$ cat src/rtl/hsk_irq_ctrl.sv
module hsk_irq_ctrl #(
  parameter int PW = 8
) (
  input  logic          clk,
  input  logic          rst_n,
  input  logic          bus_we,
  input  logic [1:0]    bus_addr,
  input  logic [7:0]    bus_wdata,
  output logic [7:0]    bus_rdata,
  input  logic          pa_stb,
  input  logic          pa_we,
  input  logic          pa_alias,
  input  logic          pb_stb,
  input  logic          pb_we,
  input  logic [PW-1:0] pa_pins,
  input  logic [PW-1:0] pb_pins,
  output logic [PW-1:0] pa_view,
  output logic [PW-1:0] pb_view,
  input  logic          t1_set,
  input  logic          t1_clr,
  input  logic          t2_set,
  input  logic          t2_clr,
  input  logic          sr_set,
  input  logic          sr_clr,
  input  logic          ca1_i,
  input  logic          ca2_i,
  output logic          ca2_o,
  output logic          ca2_oe,
  input  logic          cb1_i,
  input  logic          cb2_i,
  output logic          cb2_o,
  output logic          cb2_oe,
  output logic          irq_n
);

  localparam int NF = 7;

  logic [7:0]    pcr_q;
  logic [1:0]    hold_en_q;
  logic [NF-1:0] flag_q, ena_q, fl_set, fl_clr;
  logic [3:0]    prev_q, pin_now, pol, act;
  logic          armed_q;
  logic          hs_a_q, hs_b_q, pul_a_q, pul_b_q;
  logic [PW-1:0] hold_a_q, hold_b_q;
  logic          wr_pcr, wr_hold, wr_ifr, wr_ier;
  logic          a_acc, b_acc, a_wr, b_wr;
  logic          ca1_edge, ca2_edge, cb1_edge, cb2_edge;
  logic          ca2_keep, cb2_keep, any_irq;

  assign wr_pcr  = bus_we && bus_addr == 2'd0;
  assign wr_hold = bus_we && bus_addr == 2'd1;
  assign wr_ifr  = bus_we && bus_addr == 2'd2;
  assign wr_ier  = bus_we && bus_addr == 2'd3;

  assign a_acc = pa_stb && !pa_alias;
  assign b_acc = pb_stb;
  assign a_wr  = a_acc && pa_we;
  assign b_wr  = b_acc && pb_we;

  assign pin_now = {cb2_i, cb1_i, ca2_i, ca1_i};
  assign pol     = {pcr_q[6], pcr_q[4], pcr_q[2], pcr_q[0]};
  assign act     = armed_q ? ((pol & pin_now & ~prev_q) | (~pol & ~pin_now & prev_q)) : 4'b0;

  assign ca1_edge = act[0];
  assign ca2_edge = act[1] && !pcr_q[3];
  assign cb1_edge = act[2];
  assign cb2_edge = act[3] && !pcr_q[7];

  assign ca2_keep = !pcr_q[3] && pcr_q[1];
  assign cb2_keep = !pcr_q[7] && pcr_q[5];

  assign fl_set = {t1_set, t2_set, cb1_edge, cb2_edge, sr_set, ca1_edge, ca2_edge};
  assign fl_clr = {t1_clr, t2_clr, b_acc, b_acc && !cb2_keep, sr_clr, a_acc, a_acc && !ca2_keep}
                | (wr_ifr ? bus_wdata[NF-1:0] : {NF{1'b0}});

  always_ff @(posedge clk) begin
    if (!rst_n) begin
      pcr_q     <= '0;
      hold_en_q <= '0;
      flag_q    <= '0;
      ena_q     <= '0;
      prev_q    <= '0;
      armed_q   <= 1'b0;
    end else begin
      prev_q  <= pin_now;
      armed_q <= 1'b1;
      flag_q  <= (flag_q & ~fl_clr) | fl_set;
      if (wr_pcr)  pcr_q     <= bus_wdata;
      if (wr_hold) hold_en_q <= bus_wdata[1:0];
      if (wr_ier)
        ena_q <= bus_wdata[7] ? (ena_q | bus_wdata[NF-1:0]) : (ena_q & ~bus_wdata[NF-1:0]);
    end
  end

  always_ff @(posedge clk) begin
    if (!rst_n) begin
      hs_a_q  <= 1'b1;
      hs_b_q  <= 1'b1;
      pul_a_q <= 1'b0;
      pul_b_q <= 1'b0;
    end else begin
      if (pcr_q[3:1] != 3'b100) hs_a_q <= 1'b1;
      else if (a_wr)            hs_a_q <= 1'b0;
      else if (ca1_edge)        hs_a_q <= 1'b1;
      if (pcr_q[7:5] != 3'b100) hs_b_q <= 1'b1;
      else if (b_wr)            hs_b_q <= 1'b0;
      else if (cb1_edge)        hs_b_q <= 1'b1;
      pul_a_q <= a_wr && pcr_q[3:1] == 3'b101;
      pul_b_q <= b_wr && pcr_q[7:5] == 3'b101;
    end
  end

  always_ff @(posedge clk) begin
    if (!rst_n) begin
      hold_a_q <= '0;
      hold_b_q <= '0;
    end else begin
      if (ca1_edge) hold_a_q <= pa_pins;
      if (cb1_edge) hold_b_q <= pb_pins;
    end
  end

  assign pa_view = hold_en_q[0] ? hold_a_q : pa_pins;
  assign pb_view = hold_en_q[1] ? hold_b_q : pb_pins;

  always_comb begin
    ca2_o = 1'b1;
    if (pcr_q[3])
      case (pcr_q[2:1])
        2'b00:   ca2_o = hs_a_q;
        2'b01:   ca2_o = !pul_a_q;
        2'b10:   ca2_o = 1'b0;
        default: ca2_o = 1'b1;
      endcase
    cb2_o = 1'b1;
    if (pcr_q[7])
      case (pcr_q[6:5])
        2'b00:   cb2_o = hs_b_q;
        2'b01:   cb2_o = !pul_b_q;
        2'b10:   cb2_o = 1'b0;
        default: cb2_o = 1'b1;
      endcase
  end

  assign ca2_oe  = pcr_q[3];
  assign cb2_oe  = pcr_q[7];
  assign any_irq = |(flag_q & ena_q);
  assign irq_n   = !any_irq;

  always_comb begin
    case (bus_addr)
      2'd0:    bus_rdata = pcr_q;
      2'd1:    bus_rdata = {6'b0, hold_en_q};
      2'd2:    bus_rdata = {any_irq, flag_q};
      default: bus_rdata = {1'b1, ena_q};
    endcase
  end

endmodule


$ cat config.mk
export PLATFORM = sky130hd
export DESIGN_NAME = hsk_irq_ctrl
export DESIGN_NICKNAME = d
export VERILOG_FILES = /design/src/rtl/hsk_irq_ctrl.sv
export SDC_FILE = /design/constraint.sdc
export NUM_CORES = 1
export LEC_CHECK = 0
export CORE_MARGIN = 2
export CORE_UTILIZATION = 40
export CTS_CLUSTER_SIZE = 14
export DETAILED_ROUTE_END_ITERATION = 6
export DONT_BUFFER_PORTS = 1
export HOLD_SLACK_MARGIN = 0.08
export PLACE_DENSITY = 0.6
export SETUP_SLACK_MARGIN = 0.3
export SLEW_MARGIN = 0
export SYNTH_ARGS = -nofsm -noshare
export SYNTH_HDL_FRONTEND = slang
export SYNTH_SLANG_ARGS = --single-unit
$ cat constraint.sdc
create_clock -name clk -period 1.1 [get_ports clk]
set_input_delay 0.22 -clock clk [delete_from_list [all_inputs] [get_ports clk]]
set_output_delay 0.22 -clock clk [all_outputs]
set_load 0.02 [all_outputs]
; Word level (Yosys, flattened, before mapping)
; Cells that the tools add are included.
[word_totals]
latchBits = 0
mem_bits_ro = 0
mem_count = 0
word_cells = 86
input_bits = 44
ff_bits = 49
ram_bits = 0
[op_classes]
n_lt_le_gt_ge = 0
muxes = 15
mul = 0
bitwise_logic = 17
div_mod_pow = 0
eq_ne = 11
addsub = 0
n_shift = 0
reduce_logical = 31
[op_table]
columns = op, count
row1 = $pmux W8 S3, 1
row2 = $and A7 B7 Y7, 3
row3 = $or A7 B7 Y7, 3
row4 = $and A4 B4 Y4, 4
row5 = $mux W8, 2
row6 = $logic_and A1 B1 Y1, 15
row7 = $mux W7, 2
row8 = $not A7 Y7, 2
row9 = $not A4 Y4, 3
row10 = $eq A2 B2 Y1 const B, 4
row11 = $logic_not A1 Y1, 8
row12 = $mux W1, 7
row13 = $reduce_or A7 Y1, 1
row14 = $eq A2 B1 Y1 const B, 3
row15 = $eq A3 B3 Y1 const B, 2
row16 = $logic_not A2 Y1, 3
row17 = $ne A3 B3 Y1 const B, 2
row18 = $pmux W1 S3, 2
row19 = $mux W4, 1
row20 = $or A4 B4 Y4, 1
row21 = $reduce_bool A2 Y1, 2
row22 = $reduce_or A2 Y1, 2
row23 = $not A1 Y1, 1

; Depth between registers and ports, before layout
[depth]
ltp_word = 8
depth_mapped = 4

; Worst setup path after synthesis
; Ideal clock, no wire load.
[synth_timing]
kind = register -> output
from = register pcr_q[1]
to = output ca2_o
path_slack_ns = -0.335
arrival_ns = 1.215
path_buffers = 0
stages_incl_launch_ff = 2
cell_sequence = dfxtp_1 -> o311ai_0
[synth_between]
elab_chain_len = 3
[synth_lines]
columns = element, line
row1 = from (decl), 38  ; logic [7:0] pcr_q;
row2 = from (signal assigned), 88  ; if (wr_pcr) pcr_q <= bus_wdata;
row3 = $eq A2 B2 Y1 (tied with other cells), 129  ; case (pcr_q[2:1])
row4 = $pmux W1 S3 *, 129
row5 = $mux W1 *, 128  ; if (pcr_q[3])
row6 = to (decl), 27  ; output logic ca2_o,
; Every way passes the cells marked *; elsewhere a longest branch is shown, timed or not.

; Worst setup path in the final report
[layout_timing]
from = register flag_q[1]
to = output bus_rdata[7]
[layout_between]
elab_chain_len = 3
[layout_lines]
columns = element, line
row1 = from (decl), 40  ; logic [NF-1:0] flag_q, ena_q, fl_set, fl_clr;
row2 = from (signal assigned), 87  ; flag_q <= (flag_q & ~fl_clr) | fl_set;
row3 = $and A7 B7 Y7, 147  ; assign any_irq = |(flag_q & ena_q);
row4 = $reduce_or A7 Y1, 147
row5 = $pmux W8 S3, 151  ; case (bus_addr)
row6 = to (decl), 9  ; output logic [7:0] bus_rdata,
; No other way between the ends.

==> impl_metrics.tcl <==
set metrics [dict create \
    synthCells 254 \
    grt_usage_pct 19.3 \
    clock-sinks 49 \
    syn_nets 298 \
    arrival_ns 1.52 \
    cts-buffers-inserted 5 \
    grt_pass1_vias 2022 \
    syn_avg_cell_area_sq_um 9.56 \
    ant_nets 0 \
    routed-via-count 2048 \
    tritoncts "built" \
    rr_worst_depth 4 \
    clk_latency_ns 0.31 \
    ys_seq_area_share_pct 40.4 \
    place_ws_ns -0.308 \
    ys_seq_elements 49 \
    clkTransAtPathRegs_ns 0.09 \
    yosysUniqueCellTypes 36 \
    synth_edf_count 0 \
    synth_flop_cell "dfxtp_1" \
    clock_skew_ns 0.0103 \
    die_w_um 81.9 \
    synthTopCellsByCount "nand2_1, dfxtp_1, mux2i_1, mux2_2, nor2b_1" \
    worst_pin_slew_ns 0.353 \
    max-slew-margin-rel_pct 76.4 \
    post-dp-hpwl_um 4110 \
    synth_area_leader_cell "dfxtp_1" \
    tns_ns -9.23 \
    hold_viol_final 1 \
    ys.warnings.count 0 \
    drive_gt1_share_pct 41.5 \
    hold_path_class "input port to register" \
    start_util_pct 41.3 \
    netlist_top_cells_area "dfxtp_1, mux2i_1, mux2_2" \
    setup_ws_ns -0.638 \
    crit_path_max_fanout 2 \
    violations "hold timing, setup timing" \
    drt_wl_total_um 6540 \
    viasPerCell 5.21 \
    area_growth_pct 49.6 \
    drc 0 \
    finalHoldWorstSlack_ns -0.0529 \
    p_per_area_nw_per_um2 981 \
    yosysTopAreaCellShare_pct 40.4 \
    yosysMostFrequentCell "nand2_1" \
    core_sq_um 5890 \
    setup_viol 38 \
    holdPathStages 0 \
    grt_pass1_wl_um 9780 \
    io_pins 73 \
    fill_cells 486 \
    gp_congestion 0.784 \
    die-height_um 81.9 \
    root_buffer "clkbuf_8" \
    drtIter0Drc 93 \
    post-route-period-util_pct 158 \
    antenna_found_initial 0 \
    io_buffers 0 \
    h-tree-depth 2 \
    peakVddDrop_v 0.000546 \
    leakagePower_nw 1.46 \
    required_ns 0.88 \
    async_reset_ff_share_pct 0 \
    drt_first_pass_iters 4 \
    crit_type "register to primary output" \
    maxCapViolations 0 \
    rows 28 \
    final_net_count 361 \
    rsz0062_at_grt "true" \
    synth.cell_area_sq_um 2430 \
    diodes 0 \
    fin_util_pct 61.7 \
    outcome "finished, violations left" \
    clockBufferDepth 2 \
    endpoint_kind "primary output" \
    slew_viol_final 0 \
    overflow 0 \
    fin_crit_ns 1.74 \
    fmax_ghz 0.575 \
    wl_per_cell_um 16.6 \
    design.die.area_sq_um 6710 \
    grt_max_degree 66 \
    critPathLaunchType "register" \
]
==> area by class of cell <==
type	instances	area (sq um)	share of cell area [%]
clock buffers	6	72.6	2.00
clock inverters	2	13.8	0.379
inverters	6	22.5	0.620
multi-input cells	185	1670	46.1
flip-flops and latches	49	1030	28.5
well taps	75	93.8	2.58
repair buffers	70	721	19.8
==> placed cells by master, fill, tap and decap left out, types with 10 or more instances in the layout <==
master	count
dlygate4sd3_1	28
mux2_4	20
dfxtp_1	26
buf_6	20
nor2b_1	11
nand2_1	44
dfxtp_2	13
mux2i_1	33
dfxtp_4	10
buf_4	17
==> critical path: stages (launching register included) <==
cell,delay (ns)
dfxtp_2,0.33
a222oi_1,0.34
buf_4,0.18
nand4b_1,0.09
a22o_2,0.28
==> where the power goes <==
group	internal (W)	total, W	switching (W)
combinational	0.000359	0.000606	0.000247
clock	0.000451	0.00108	0.000628
sequential	0.00182	0.00188	0.0000600
total	0.00263	0.00356	0.000935
==> repair_timing <==
item / 4_1_cts / 5_1_grt
setup endpoints to repair: 55 / 62
endpoints found under the hold margin: 44 / 38
resized for setup: 40 / 27
hold buffers: 27 / 3
gates cloned: 3 / 0
buffers inserted: 10 / 3
pin swaps: 10 / 3
==> kinds of logic after synthesis <==
| logic type | Yosys count | synth area share, % |
|---|---|---|
| DFF | 49 | 40.4 |
| AOI/OAI and AO/OA | 33 | 10.4 |
| buffers and inverters | 21 | 4.17 |
| muxes | 56 | 25.2 |
| and+or+nand+nor | 95 | 19.9 |
==> per-layer routing <==
| layer | wire length, um | global-route usage [%] | share of wire, % | vias to the layer above |
|---|---|---|---|---|
| li1 | - | - | - | 1021 |
| met1 | 2980 | 25.0 | 46 | 973 |
| met2 | 3160 | 31.8 | 48 | 49 |
| met3 | 348 | 5.49 | 5.3 | 5 |
| met4 | 57 | 4.67 | 0.87 | 0 |
| met5 | 0 | 0 | 0 | - |
==> stage by stage <==
stage	power [W]	area (sq um)	std cells
2_1_floorplan	0.00232	2710	254
3_3_place_gp	0.00235	2870	339
3_5_place_dp	0.00236	2870	339
4_1_cts	0.00357	3480	387
5_1_grt	0.00370	3630	393
6_report	0.00356	3630	393
==> worst paths after layout <==
path | startpoint | end | slack (ns)
worst max-delay path | flag_q[1] | bus_rdata[7] | -0.64
worst min-delay path | rst_n | armed_q | -0.05
worst max register to register | pcr_q[3] | hs_a_q | -0.07
worst min register to register | hold_b_q[3] | hold_b_q[3] | 0.47
Power figures use the tool's default switching activity.
